--- config.mk ---
export PLATFORM = sky130hd
export DESIGN_NAME = irq_vector_ctrl
export DESIGN_NICKNAME = d
export VERILOG_FILES = /design/src/rtl/ivc_pkg.sv /design/src/rtl/ivc_cause_track.sv /design/src/rtl/ivc_vector_bank.sv /design/src/rtl/ivc_line_drv.sv /design/src/rtl/irq_vector_ctrl.sv
export SDC_FILE = /design/constraint.sdc
export NUM_CORES = 1
export LEC_CHECK = 0
export ABC_AREA = 1
export BUFFER_PORTS_ARGS = -buffer_cell sky130_fd_sc_hd__buf_2
export CAP_MARGIN = 15
export CORE_MARGIN = 2
export CORE_UTILIZATION = 35
export CTS_BUF_LIST = sky130_fd_sc_hd__clkbuf_16
export DETAILED_ROUTE_END_ITERATION = 10
export HOLD_SLACK_MARGIN = 0.12
export PLACE_DENSITY = 0.61
export REMOVE_ABC_BUFFERS = 1
export SLEW_MARGIN = 30
export SYNTH_ARGS = -nofsm -noshare
export SYNTH_HDL_FRONTEND = slang
export SYNTH_SLANG_ARGS = --single-unit
--- constraint.sdc ---
create_clock -name clk_i -period 1.65 [get_ports clk_i]
set_input_delay 0.0825 -clock clk_i [delete_from_list [all_inputs] [get_ports clk_i]]
set_output_delay 0.0825 -clock clk_i [all_outputs]
set_load 0.05 [all_outputs]
--- src/rtl/ivc_pkg.sv ---
package ivc_pkg;
  localparam int NUM_VEC    = 6;
  localparam int NUM_CAUSE  = 7;
  localparam int SRV_W      = 16;
  localparam int PRIO_W     = 8;
  localparam int SRC_W      = 3;
  localparam int BASE_W     = 19;
  localparam int NUM_W      = BASE_W + 1;
  localparam int DATA_W     = 64;
  localparam int ADDR_W     = 4;
  localparam int IDX_W      = 3;
  localparam int STAT_N     = NUM_CAUSE - 2;
  localparam int SRV_LSB    = 40;
  localparam int PRIO_LSB   = 32;
  localparam int SRC_LSB    = 29;
  localparam int PEND_BIT   = 24;
  localparam int CTRL_LSB   = 46;
  localparam int STAT_LSB   = 32;
  localparam int BASE_LSB   = DATA_W - BASE_W;
  localparam int SRV_SHIFT  = 2;
  localparam int PSRV_W     = SRV_W - SRV_SHIFT;
  localparam logic [ADDR_W-1:0] A_CTRL = ADDR_W'(NUM_VEC);
  localparam logic [ADDR_W-1:0] A_STAT = ADDR_W'(NUM_VEC + 1);
  localparam logic [ADDR_W-1:0] A_BASE = ADDR_W'(NUM_VEC + 2);
  localparam logic [PRIO_W-1:0] PRIO_MASKED = '1;

  // causes 0 and 1 share vector 0, cause k>=2 owns vector k-1
  function automatic logic [IDX_W-1:0] cause_vec(input logic [IDX_W-1:0] c);
    return (c < IDX_W'(2)) ? '0 : c - IDX_W'(1);
  endfunction
endpackage

--- src/rtl/ivc_cause_track.sv ---
module ivc_cause_track
  import ivc_pkg::*;
(
  input  logic              clk_i,
  input  logic              rst_ni,
  input  logic              req_valid_i,
  input  logic [IDX_W-1:0]  req_idx_i,
  input  logic              req_level_i,
  output logic [1:0]        ctrl_o,
  output logic [STAT_N-1:0] stat_o,
  output logic              err_o,
  output logic              upd_valid_o,
  output logic [IDX_W-1:0]  upd_vec_o,
  output logic              upd_active_o
);
  logic [1:0]        ctrl_q;
  logic [STAT_N-1:0] stat_q;
  logic              err_q;
  logic              cause_ok;
  logic              shared;
  logic              other_on;

  always_comb begin
    cause_ok = req_idx_i < IDX_W'(NUM_CAUSE);
    shared   = req_idx_i < IDX_W'(2);
    // ctrl_q[1] belongs to cause 0, ctrl_q[0] to cause 1
    other_on = (req_idx_i == '0) ? ctrl_q[0] : ctrl_q[1];
  end

  assign upd_valid_o  = req_valid_i && cause_ok;
  assign upd_vec_o    = cause_vec(req_idx_i);
  assign upd_active_o = req_level_i || (shared && other_on);

  always_ff @(posedge clk_i or negedge rst_ni) begin
    if (!rst_ni) begin
      ctrl_q <= '0;
      stat_q <= '0;
      err_q  <= 1'b0;
    end else if (req_valid_i) begin
      if (!cause_ok) begin
        err_q <= 1'b1;
      end else if (shared) begin
        if (req_idx_i == '0) ctrl_q[1] <= req_level_i;
        else                 ctrl_q[0] <= req_level_i;
      end else begin
        stat_q[IDX_W'(NUM_CAUSE - 1) - req_idx_i] <= req_level_i;
      end
    end
  end

  assign ctrl_o = ctrl_q;
  assign stat_o = stat_q;
  assign err_o  = err_q;
endmodule

--- src/rtl/ivc_vector_bank.sv ---
module ivc_vector_bank
  import ivc_pkg::*;
(
  input  logic                              clk_i,
  input  logic                              rst_ni,
  input  logic                              reg_we_i,
  input  logic [ADDR_W-1:0]                 reg_addr_i,
  input  logic [DATA_W-1:0]                 reg_wdata_i,
  input  logic                              upd_valid_i,
  input  logic [IDX_W-1:0]                  upd_vec_i,
  input  logic                              upd_active_i,
  output logic [NUM_VEC-1:0][SRV_W-1:0]     srv_o,
  output logic [NUM_VEC-1:0][PRIO_W-1:0]    prio_o,
  output logic [NUM_VEC-1:0][SRC_W-1:0]     src_o,
  output logic [NUM_VEC-1:0]                pend_o,
  output logic                              prog_valid_o,
  output logic [SRC_W-1:0]                  prog_src_o,
  output logic [PSRV_W-1:0]                 prog_server_o,
  output logic [PRIO_W-1:0]                 prog_prio_o
);
  logic [SRV_W-1:0]  w_srv;
  logic [PRIO_W-1:0] w_prio;
  logic [SRC_W-1:0]  w_src;
  logic              w_vec;

  assign w_srv  = reg_wdata_i[SRV_LSB  +: SRV_W];
  assign w_prio = reg_wdata_i[PRIO_LSB +: PRIO_W];
  assign w_src  = reg_wdata_i[SRC_LSB  +: SRC_W];
  assign w_vec  = reg_we_i && (reg_addr_i < ADDR_W'(NUM_VEC));

  for (genvar v = 0; v < NUM_VEC; v++) begin : g_vec
    logic [SRV_W-1:0]  srv_q;
    logic [PRIO_W-1:0] prio_q;
    logic [SRC_W-1:0]  src_q;
    logic              pend_q;
    logic              hit_wr;
    logic              hit_upd;

    assign hit_wr  = reg_we_i && (reg_addr_i == ADDR_W'(v));
    assign hit_upd = upd_valid_i && (upd_vec_i == IDX_W'(v));

    always_ff @(posedge clk_i or negedge rst_ni) begin
      if (!rst_ni) begin
        srv_q  <= '0;
        prio_q <= PRIO_MASKED;
        src_q  <= SRC_W'(v);
        pend_q <= 1'b0;
      end else begin
        if (hit_wr) begin
          srv_q  <= w_srv;
          prio_q <= w_prio;
          src_q  <= w_src;
        end
        if (hit_upd) pend_q <= upd_active_i && (prio_q != PRIO_MASKED);
      end
    end

    assign srv_o[v]  = srv_q;
    assign prio_o[v] = prio_q;
    assign src_o[v]  = src_q;
    assign pend_o[v] = pend_q;
  end

  always_ff @(posedge clk_i or negedge rst_ni) begin
    if (!rst_ni) begin
      prog_valid_o  <= 1'b0;
      prog_src_o    <= '0;
      prog_server_o <= '0;
      prog_prio_o   <= '0;
    end else begin
      prog_valid_o <= w_vec && (w_src < SRC_W'(NUM_VEC));
      if (w_vec) begin
        prog_src_o    <= w_src;
        prog_server_o <= w_srv[SRV_W-1:SRV_SHIFT];
        prog_prio_o   <= w_prio;
      end
    end
  end
endmodule

--- src/rtl/ivc_line_drv.sv ---
module ivc_line_drv
  import ivc_pkg::*;
(
  input  logic                          clk_i,
  input  logic                          rst_ni,
  input  logic                          upd_valid_i,
  input  logic [IDX_W-1:0]              upd_vec_i,
  input  logic                          upd_active_i,
  input  logic [NUM_VEC-1:0][SRC_W-1:0] src_i,
  input  logic                          base_we_i,
  input  logic [BASE_W-1:0]             base_wdata_i,
  output logic [BASE_W-1:0]             base_o,
  output logic [NUM_VEC-1:0]            irq_o,
  output logic [NUM_VEC*NUM_W-1:0]      irq_num_o
);
  logic [NUM_VEC-1:0] irq_q;
  logic [BASE_W-1:0]  base_q;
  logic [SRC_W-1:0]   sel_src;
  logic               sel_ok;

  always_comb begin
    sel_src = '0;
    for (int v = 0; v < NUM_VEC; v++) begin
      if (upd_vec_i == IDX_W'(v)) sel_src = src_i[v];
    end
    sel_ok = upd_valid_i && (sel_src < SRC_W'(NUM_VEC));
  end

  always_ff @(posedge clk_i or negedge rst_ni) begin
    if (!rst_ni) begin
      irq_q  <= '0;
      base_q <= '0;
    end else begin
      if (sel_ok) irq_q[sel_src] <= upd_active_i;
      if (base_we_i) base_q <= base_wdata_i;
    end
  end

  for (genvar i = 0; i < NUM_VEC; i++) begin : g_num
    assign irq_num_o[i*NUM_W +: NUM_W] = NUM_W'(base_q) + NUM_W'(i);
  end

  assign irq_o  = irq_q;
  assign base_o = base_q;
endmodule

--- src/rtl/irq_vector_ctrl.sv ---
module irq_vector_ctrl
  import ivc_pkg::*;
(
  input  logic                         clk_i,
  input  logic                         rst_ni,
  input  logic                         req_valid_i,
  input  logic [IDX_W-1:0]             req_idx_i,
  input  logic                         req_level_i,
  input  logic                         reg_we_i,
  input  logic [ADDR_W-1:0]            reg_addr_i,
  input  logic [DATA_W-1:0]            reg_wdata_i,
  output logic [DATA_W-1:0]            reg_rdata_o,
  output logic [NUM_VEC-1:0]           irq_o,
  output logic [NUM_VEC*NUM_W-1:0]     irq_num_o,
  output logic                         prog_valid_o,
  output logic [SRC_W-1:0]             prog_src_o,
  output logic [PSRV_W-1:0]            prog_server_o,
  output logic [PRIO_W-1:0]            prog_prio_o,
  output logic                         err_o
);
  logic [1:0]                      ctrl_w;
  logic [STAT_N-1:0]               stat_w;
  logic                            upd_valid;
  logic [IDX_W-1:0]                upd_vec;
  logic                            upd_active;
  logic [NUM_VEC-1:0][SRV_W-1:0]   vec_srv_w;
  logic [NUM_VEC-1:0][PRIO_W-1:0]  vec_prio_w;
  logic [NUM_VEC-1:0][SRC_W-1:0]   vec_src_w;
  logic [NUM_VEC-1:0]              vec_pend_w;
  logic [BASE_W-1:0]               base_w;

  ivc_cause_track u_track (
    .clk_i        (clk_i),
    .rst_ni       (rst_ni),
    .req_valid_i  (req_valid_i),
    .req_idx_i    (req_idx_i),
    .req_level_i  (req_level_i),
    .ctrl_o       (ctrl_w),
    .stat_o       (stat_w),
    .err_o        (err_o),
    .upd_valid_o  (upd_valid),
    .upd_vec_o    (upd_vec),
    .upd_active_o (upd_active)
  );

  ivc_vector_bank u_bank (
    .clk_i         (clk_i),
    .rst_ni        (rst_ni),
    .reg_we_i      (reg_we_i),
    .reg_addr_i    (reg_addr_i),
    .reg_wdata_i   (reg_wdata_i),
    .upd_valid_i   (upd_valid),
    .upd_vec_i     (upd_vec),
    .upd_active_i  (upd_active),
    .srv_o         (vec_srv_w),
    .prio_o        (vec_prio_w),
    .src_o         (vec_src_w),
    .pend_o        (vec_pend_w),
    .prog_valid_o  (prog_valid_o),
    .prog_src_o    (prog_src_o),
    .prog_server_o (prog_server_o),
    .prog_prio_o   (prog_prio_o)
  );

  ivc_line_drv u_lines (
    .clk_i        (clk_i),
    .rst_ni       (rst_ni),
    .upd_valid_i  (upd_valid),
    .upd_vec_i    (upd_vec),
    .upd_active_i (upd_active),
    .src_i        (vec_src_w),
    .base_we_i    (reg_we_i && (reg_addr_i == A_BASE)),
    .base_wdata_i (reg_wdata_i[BASE_LSB +: BASE_W]),
    .base_o       (base_w),
    .irq_o        (irq_o),
    .irq_num_o    (irq_num_o)
  );

  always_comb begin
    reg_rdata_o = '0;
    if (reg_addr_i < ADDR_W'(NUM_VEC)) begin
      for (int v = 0; v < NUM_VEC; v++) begin
        if (reg_addr_i == ADDR_W'(v)) begin
          reg_rdata_o[SRV_LSB  +: SRV_W]  = vec_srv_w[v];
          reg_rdata_o[PRIO_LSB +: PRIO_W] = vec_prio_w[v];
          reg_rdata_o[SRC_LSB  +: SRC_W]  = vec_src_w[v];
          reg_rdata_o[PEND_BIT]           = vec_pend_w[v];
        end
      end
    end else if (reg_addr_i == A_CTRL) begin
      reg_rdata_o[CTRL_LSB +: 2] = ctrl_w;
    end else if (reg_addr_i == A_STAT) begin
      reg_rdata_o[STAT_LSB +: STAT_N] = stat_w;
    end else if (reg_addr_i == A_BASE) begin
      reg_rdata_o[BASE_LSB +: BASE_W] = base_w;
    end
  end
endmodule

### Word-level counts from Yosys, hierarchy flattened

Cells that the tools add are included.

| word-level totals | value |
|---|---|
| bits in registers | 227 |
| bits of input ports | 76 |
| output and inout bits | 217 |
| logic and storage cells | 145 |

| operators by class | value |
|---|---|
| $add $sub $neg | 7 |
| $lt $le $gt $ge | 9 |
| equality and inequality tests | 19 |
| mux-type cells | 39 |
| bitwise logic cells | 3 |
| reductions and logical operators | 34 |

Operators with widths:

| cell | count |
|---|---|
| 27-bit 2-to-1 mux | 6 |
| 8-bit != test (second input constant) | 6 |
| 19-bit by 2-bit adder with 20-bit output (second input constant) | 2 |
| 19-bit by 3-bit adder with 20-bit output (second input constant) | 2 |
| 19-bit 2-to-1 mux | 2 |
| 1-bit logical AND | 26 |
| 3-bit 2-to-1 mux | 8 |
| 19-bit by 1-bit adder with 20-bit output (second input constant) | 1 |
| 4-bit by 3-bit equality test with 1-bit output (second input constant) | 4 |
| 16-bit 2-to-1 mux | 1 |
| 8-bit 2-to-1 mux | 2 |
| 5-bit 2-to-1 mux | 3 |
| 1-bit 2-to-1 mux | 11 |
| 11-bit 2-to-1 mux | 1 |
| 3-bit less-than comparator (second input constant) | 3 |
| 4-bit by 2-bit equality test with 1-bit output (second input constant) | 2 |
| 3-bit by 4-bit less-than comparator with 1-bit output (second input constant) | 2 |
| 4-bit AND reduction | 2 |
| 6-bit bitwise mux | 1 |
| 1-bit demux with 3-bit select | 2 |
| 3-bit by 2-bit equality test with 1-bit output (second input constant) | 2 |
| 3-bit equality test (second input constant) | 2 |
| 3-bit by 1-bit greater-or-equal comparator with 1-bit output (second input constant) | 2 |
| 3-bit zero test | 2 |
| 14 further kinds | 16 |

### Longest topological paths before layout

Gate-level depths: netlist of the first run.

| logic depth | value |
|---|---|
| depth after elaboration | 14 |
| mapped depth | 15 |
| gate-level depth less buffers | 15 |

### Cells and area by module

From an unflattened synthesis of the first run, not the netlist that was laid out.

| second synthesis, totals | value |
|---|---|
| cells, all modules | 1,647 |
| area total of the unflattened synthesis | 13,186.4 um2 |

By module, submodules not included:

| module | instances | cells an instance | area an instance (um2) | seq. area each (um2) |
|---|---|---|---|---|
| ivc_vector_bank | 1 | 770 | 7,925.1 | 4,923.5 |
| ivc_line_drv | 1 | 410 | 2,934.1 | 625.6 |
| irq_vector_ctrl | 1 | 396 | 1,790.5 | 0.0 |
| ivc_cause_track | 1 | 71 | 536.8 | 200.2 |

### Worst setup path after synthesis of the first run

No wires, ideal clock.

| timing path | value |
|---|---|
| path kind | register to output |
| start point | register u_lines.base_q[2], in the netlist u_lines.base_o[2] |
| end point | output irq_num_o[32] |
| arrival time | 3.336 ns |
| data required time | 1.567 ns |
| path slack | -1.769 ns |
| cell stages (with the launch flop) | 11 |
| buffers on the path | 0 |
| path through | dfrtp_1 -> ha_1 -> inv_1 -> nor2_2 -> inv_2 -> nor2_4 -> inv_2 -> nor2_2 -> xor2_1 -> nor2_1 -> a21oi_1 |

| between the ends | value |
|---|---|
| word-level cells in the longest chain between the ends | 1 |

RTL lines:

| item | line | text |
|---|---|---|
| start: declaration | ivc_line_drv.sv:17 | `logic [BASE_W-1:0] base_q;` |
| start signal: assignment | ivc_line_drv.sv:35 | `if (base_we_i) base_q <= base_wdata_i;` |
| 19-bit by 1-bit adder with 20-bit output | ivc_line_drv.sv:40 | `assign irq_num_o[i*NUM_W +: NUM_W] = NUM_W'(base_q) + NUM_W'(i);` |
| end: declaration | irq_vector_ctrl.sv:14 | `output logic [NUM_VEC*NUM_W-1:0] irq_num_o,` |

Every way passes these cells.

### Final worst setup path of the first run

Ends and elaborated chain as after synthesis.

==> results of run 1 <==
-- how the worst max path moves through the flow --
stage                       from              to  slack, ns  cells after the start
2_1_floorplan  u_lines.base_o[0]   irq_num_o[70]      -2.79                      6
3_3_place_gp   u_lines.base_o[2]  irq_num_o[116]      -0.31                     10
3_5_place_dp   u_lines.base_o[2]  irq_num_o[116]      -0.39                     10
4_1_cts        u_lines.base_o[2]   irq_num_o[35]      -0.72                     11
5_1_grt        u_lines.base_o[6]   irq_num_o[33]      -0.95                     11
6_report       u_lines.base_o[2]   irq_num_o[32]      -0.87                     11
-- report_power, final --
group          internal [mW]  switching, mW
Sequential              6.94          0.817
Clock                   2.90           2.23
Combinational           4.30           7.17
Total                   14.1           10.2
-- what timing repair did --
item / in CTS / in global routing
hold endpoints to repair: 439 / 2
hold buffers: 47 / 2
resized for setup: 422 / 242
setup buffers: 50 / 43
setup endpoints to repair: 126 / 145
pin swaps: 81 / 91
-- worst max-delay path: cells and delay by family, from the launching register on --
family / cells / cell delay [ns]
buffers and inverters: 4 / 0.46
AOI/OAI and AO/OA: 1 / 0.17
and+or+nand+nor: 4 / 0.51
adders and majority gates: 1 / 0.21
DFF: 1 / 0.38
xor gates and xnor gates: 1 / 0.20
-- state kept, by name, summed over array words and instances, names as in the netlist, 6 cells and up --
name	cells
u_bank.g_vec.pend_q	6
u_bank.g_vec.prio_q	48
u_bank.g_vec.src_q	18
u_bank.g_vec.srv_q	96
u_bank.prog_prio_o	8
u_bank.prog_server_o	14
u_lines.base_o	19
u_lines.irq_o	6
-- per-layer routing --
| metal | GRT usage [%] | up-vias |
|---|---|---|
| li1 | - | 5662 |
| met1 | 28.7 | 5931 |
| met2 | 42.5 | 476 |
| met3 | 3.31 | 106 |
| met4 | 10.4 | 0 |
| met5 | 0 | - |
-- area by class of cell --
class	instances	area [um2]	area share, %
antenna	1	2.50	0.0129
timing repair buffer	563	5300	27.3
clock inverter	21	121	0.626
sequential	227	5750	29.7
tap	442	553	2.85
inverter	104	449	2.32
multi-input combinational	1032	6580	33.9
clock buffer	25	626	3.23
-- cells in the mapped netlist (all sizes together) --
master   instances
a21oi           57
a221oi           6
a22o             2
a31oi           10
buf             58
clkbuf          49
clkinv           2
conb             1
dfrtp          172
dfstp           55
ha              10
inv            102
nand2          428
nand3           38
nand4           22
nor2            94
nor3            16
nor4             1
o2111ai         15
o211ai           3
o21a             1
o21ai          238
o21bai           1
o22ai            2
or2              1
xnor2            2
xor2            56
-- metrics by stage --
step	total power, mW	hold slack, ns	instance area [um2]	cells	worst slack [ns]
after CTS	23.4	0.129	18200	2378	-0.721
after detailed placement	16.4	0.0257	15000	2244	-0.388
after global placement	16.3	0.0211	15000	2244	-0.310
after floorplan	13.1	-0.213	11200	1363	-2.79
final	24.4	0.0948	19400	2415	-0.873
after global routing	25.4	0.124	19400	2415	-0.951
-- cells by family (layout without fill, tap and decap cells) --
family                   count (synthesis)  after routing  synth area share [%]
flip-flops                             227            227                  49.3
other                                    1             30                0.0321
adder cells (fa/ha/maj)                 10             10                  1.07
buffers and inverters                  211            713                  8.32
XOR/XNOR                                58             58                  4.35
AND/OR/NAND/NOR                        600            600                  21.5
AO/OA/AOI/OAI                          335            335                  15.4
==> results_dict.tcl, run 1 <==
set metrics [dict create \
    r2r_cells 11 \
    dp.final_hpwl_um 29900 \
    via_count 12175 \
    htree_levels 1 \
    tritoncts "yes" \
    synth_top_area_share_pct 36.9 \
    drv_cap 0 \
    drc_errors 0 \
    gp_congestion 0.965 \
    drt_iter0_drc 823 \
    power_density_nw_per_um2 1260 \
    synth.cell_area_um2 11700 \
    reg2reg_slack_ns 0.10 \
    worstSetupPathType "register to output pin" \
    die_area_um2 34800 \
    slew-limit-headroom_pct 65.1 \
    dieHeight_um 187 \
    drt-met1-wl_um 17300 \
    worst-path-max-fanout 3 \
    violations "negative setup slack" \
    synth_warnings 0 \
    overflow 0 \
    ir_drop_v 0.000870 \
    hold_viol 0 \
    highest_layer "met4" \
    die_x_um 187 \
    synth_area_leaders "dfrtp_1 37%, nand2_1 14%, dfstp_2 12%, o21ai_0 10%, xor2_1 4.2%" \
    crit_chain "ha_2 > inv_2 > nor2_4 > inv_2 > nor2_4 > inv_2 > nor2_4 > xor2_4 > nor2_1 > a21oi_1 > buf_4" \
    end_kind "output pin" \
    cp_data_arrival_time_ns 2.44 \
    mostFrequentLayoutCell "nand2_1" \
    antenna_found_initial 1 \
    clk_latency_ns 0.52 \
    n_fill_cell 2697 \
    cts_root_buf "clkbuf_16" \
    synth-seq-cells 227 \
    worst_slew_pin_slew_ns 0.521 \
    p_leak_nw 9.15 \
    grt_pass1_vias 11772 \
    wl_per_cell_um 18.6 \
    final_util_pct 59.3 \
    layout_setup_ws_ns -0.873 \
    postSynthAreaPerCell_um2 8.09 \
    layout_common_cells "366 x nand2_1, 233 x buf_4, 215 x o21ai_0" \
    rows 66 \
    clockBufferDepth 3 \
    drive_gt1_share_pct 45.3 \
    ant_nets 0 \
    max_freq_mhz 396 \
    areaGrowthSynthToFinish_pct 66.1 \
    cts_sinks 227 \
    r2r_start "u_bank.g_vec[2].src_q[1]" \
    cpPeakStageDelay_ns 0.38 \
    synth.largest_area_cell "dfrtp_1" \
    setup_tns_ns -54.77 \
    critPathLaunchType "register" \
    maxSlewViolCount 0 \
    outcome "finished with violations" \
    finalCritPeriodShare_pct 153 \
    dr_wl_met3_um 2520 \
    layout_min_cycle_time_ns 2.52 \
    port_buffers 234 \
    ios 293 \
    crit_slowest_cell "dfrtp_1" \
    core_um2 32700 \
    vias_per_cell 5.04 \
    cp_data_required_time_ns 1.57 \
    worstHoldStart "req_idx_i[0]" \
    clk_pin_slew_ns 0.06 \
    cts_buffers 25 \
    routed_wl_um 44800 \
    yosysSeqAreaShare_pct 49.3 \
    grt_max_degree 50 \
    final_nets 2039 \
    netlist_instances 1442 \
    setup_violations 113 \
    dr.pass1.iters 7 \
    grt_pass1_wl_um 66300 \
    r2r-end "u_lines.irq_o[3]" \
    dr_wl_met2_um 23000 \
    hold-path-endpoint "u_track.stat_o[2]" \
    holdCritPathClass "primary input to register" \
    hold-path-cell-count 5 \
    grtUsageTotal_pct 23.8 \
    ys_types 41 \
    rsz0062_at_grt "true" \
    start_util_pct 35.7 \
    fin_skew_ns 0.00731 \
]
(Power assumes the default switching activity.)
==> run 2, diff against run 1 <==
- ABC_AREA: 1 -> 0
- PLACE_DENSITY: 0.61 -> 0.6
==> run 2 against run 1 <==
  * The flow still finishes with violations (negative setup slack)
  * Via count down 12%
  * First-iteration DRC count down 23%
  * Sequential cell count unchanged
  * Critical endpoint is now irq_num_o[113]
  * Highest routed layer unchanged
==> results_dict.tcl, run 2 <==
set metrics [dict create \
    outcome "finished with violations" \
    violations "negative setup slack" \
    setup_violations 123 \
    core_um2 34600 \
    final_nets 1687 \
    drv_cap 0 \
    final_util_pct 56.5 \
    clk_pin_slew_ns 0.06 \
    drt_iter0_drc 632 \
    tritoncts "yes" \
    dieHeight_um 192 \
    hold_viol 0 \
    synth-edff-count 0 \
    largest_reg_flops 96 \
    path_buf_inv 2 \
    cpPeakStageDelay_ns 0.48 \
    postSynthAreaPerCell_um2 11.3 \
    die_x_um 192 \
    stdcell_count 2076 \
    routed_wl_um 44500 \
    drive_gt1_share_pct 64.3 \
    vias_per_cell 5.19 \
    mostFrequentLayoutCell "buf_4" \
    rsz0062_at_grt "true" \
    synth_commonest_cells "222 x mux2_2, 172 x dfrtp_1, 91 x nand2_1, 56 x nor2_1, 55 x dfstp_2" \
    grtUsageTotal_pct 22.7 \
    overflow 0 \
    dr.pass1.iters 7 \
    htree_levels 1 \
    rows 68 \
    synth.largest_area_cell "dfrtp_1" \
    worstSetupPathType "register to output pin" \
    synth_warnings 0 \
    antenna_found_initial 1 \
    power_density_nw_per_um2 1320 \
    slew-limit-headroom_pct 66.4 \
    maxSlewViolCount 0 \
    dp.final_hpwl_um 29800 \
    wl_per_cell_um 21.4 \
    regMostFlops "u_bank.g_vec.srv_q" \
    worst_slew_pin_slew_ns 0.500 \
    areaGrowthSynthToFinish_pct 58.4 \
    ant_nets 0 \
    synth_most_common_cell "mux2_2" \
    fin_skew_ns 0.0134 \
    critPathLaunchType "register" \
    worst-path-max-fanout 6 \
    cts_buffers 25 \
    via_count 10769 \
    cp_data_required_time_ns 1.57 \
    layout_min_cycle_time_ns 2.46 \
    synth-seq-cells 227 \
    gp_congestion 0.951 \
    drc_errors 0 \
    cts_sinks 227 \
    layout_setup_ws_ns -0.808 \
    ys_types 65 \
    finalCritPeriodShare_pct 149 \
    grt_max_degree 64 \
    layout_common_cells "236 x buf_4, 214 x mux2_2, 165 x dfrtp_1" \
    holdCritPathClass "primary input to register" \
    grt_pass1_vias 11086 \
    p_leak_nw 8.93 \
    clk_latency_ns 0.52 \
    port_buffers 234 \
    yosysSeqAreaShare_pct 46.5 \
    n_fill_cell 2829 \
    die_area_um2 36800 \
    ir_drop_v 0.00102 \
    crit_chain "inv_2 > ha_4 > a21oi_4 > or2_4 > nor2_2 > xor2_1 > buf_4" \
    path_delay_family "simple AND/OR/NAND/NOR gates" \
    async_flop_share_pct 100 \
    cts_root_buf "clkbuf_16" \
    synth.cell_area_um2 12400 \
    max_freq_mhz 407 \
    start_util_pct 35.7 \
    clockBufferDepth 3 \
    netlist_instances 1096 \
    crit_slowest_cell "dfrtp_2" \
    synth_flop_cell "dfrtp_1" \
    ios 293 \
    synth_top_area_share_pct 34.8 \
    grt_pass1_wl_um 64400 \
    synth_area_leaders "dfrtp_1 35%, mux2_2 20%, dfstp_2 12%, xnor2_1 3.8%, nand2_1 2.8%" \
    dp.cells 1918 \
    end_kind "output pin" \
    cp_data_arrival_time_ns 2.38 \
]
-- run 2: cell types whose count changed in the layout (fill, tap and decap cells not counted), sizes merged, moves of 14 or more --
cell	before	now
inv	114	30
nand2	428	92
a22oi	0	20
xor2	56	29
xnor2	2	53
mux2	0	223
mux2i	0	27
a21oi	57	19
nor2	94	56
and2	0	14
o2111ai	15	1
o21ai	238	38
-- run 2: worst register-to-register path, cell delays in order, from the launching register on --
cell and delay, ns:
dfrtp_1 0.40, buf_6 0.13, buf_6 0.10, nand3b_1 0.08
a22oi_2 0.08, o311ai_4 0.30, a2bb2oi_4 0.11, buf_6 0.14
nor4_4 0.26, mux2_4 0.32
-- run 2: timing repair --
item / CTS / global route
cloned: 1 / 1
pin swaps: 92 / 47
setup endpoints to repair: 135 / 143
hold buffers: 42 / 0
gates resized for setup: 456 / 123
setup buffers: 56 / 23
endpoints found under the hold margin: 445 / 0
-- run 2: cell families after synthesis --
family,after synthesis,synth area share [%]
DFF,227,46.5
other,1,0.0303
buffers and inverters,132,5.25
adders and majority gates,10,1.01
xor gates and xnor gates,82,5.81
and+or+nand+nor,263,10.3
muxes,260,24.3
AOI/OAI and AO/OA,121,6.74
-- run 2: final timing paths --
path / start / end / slack, ns / cells past startpoint
max in group asynchronous: rst_ni / u_lines.base_o[12] / 1.03 / 3
worst max register to register: u_bank.g_vec[1].src_q[2] / u_lines.irq_o[2] / -0.39 / 9
worst max-delay path: u_lines.base_o[2] / irq_num_o[113] / -0.81 / 7
min in group asynchronous: rst_ni / u_bank.g_vec[5].src_q[2] / 0.24 / 2
worst min register to register: u_bank.g_vec[0].pend_q / u_bank.g_vec[0].pend_q / 0.48 / 2
worst min-delay path: req_idx_i[1] / u_bank.g_vec[4].pend_q / 0.13 / 4
-- run 2: report_power, final --
part           internal (mW)  total [mW]  leakage, nW  switching [mW]
sequential              7.11        8.02         2.66           0.914
clock                   2.91        5.17        0.391            2.26
combinational           5.19        12.6         5.88            7.38
total                   15.2        25.8         8.93            10.6
-- run 2: metrics by stage --
step | instance area (um2) | setup TNS (ns) | power (mW) | hold slack, ns | worst slack [ns]
floorplan | 11900 | -254.82 | 14.3 | -0.213 | -2.71
global placement | 15600 | -31.21 | 17.7 | 0.0138 | -0.947
detailed placement | 15600 | -34.00 | 17.8 | 0.0175 | -0.944
CTS | 18900 | -55.39 | 25.1 | 0.123 | -0.733
global route | 19600 | -67.62 | 26.8 | 0.174 | -0.965
finish | 19600 | -57.41 | 25.8 | 0.135 | -0.808
-- run 2: metal layers --
layer / GRT usage [%] / vias to the layer above / wire [um]
met1: 27.3 / 5425 / 17800
met5: 0 / - / 0
met3: 2.87 / 102 / 2210
met4: 7.49 / 0 / 1620
met2: 41.7 / 379 / 22900
li1: - / 4863 / -
-- run 2: area by class of cell --
class	instances	area [um2]	area share, %
multi-input combinational	765	7370	37.6
sequential	227	5760	29.4
timing repair buffer	559	5030	25.7
clock buffer	25	626	3.20
tap	455	569	2.91
clock inverter	21	129	0.658
inverter	23	88.8	0.454
antenna	1	2.50	0.0128
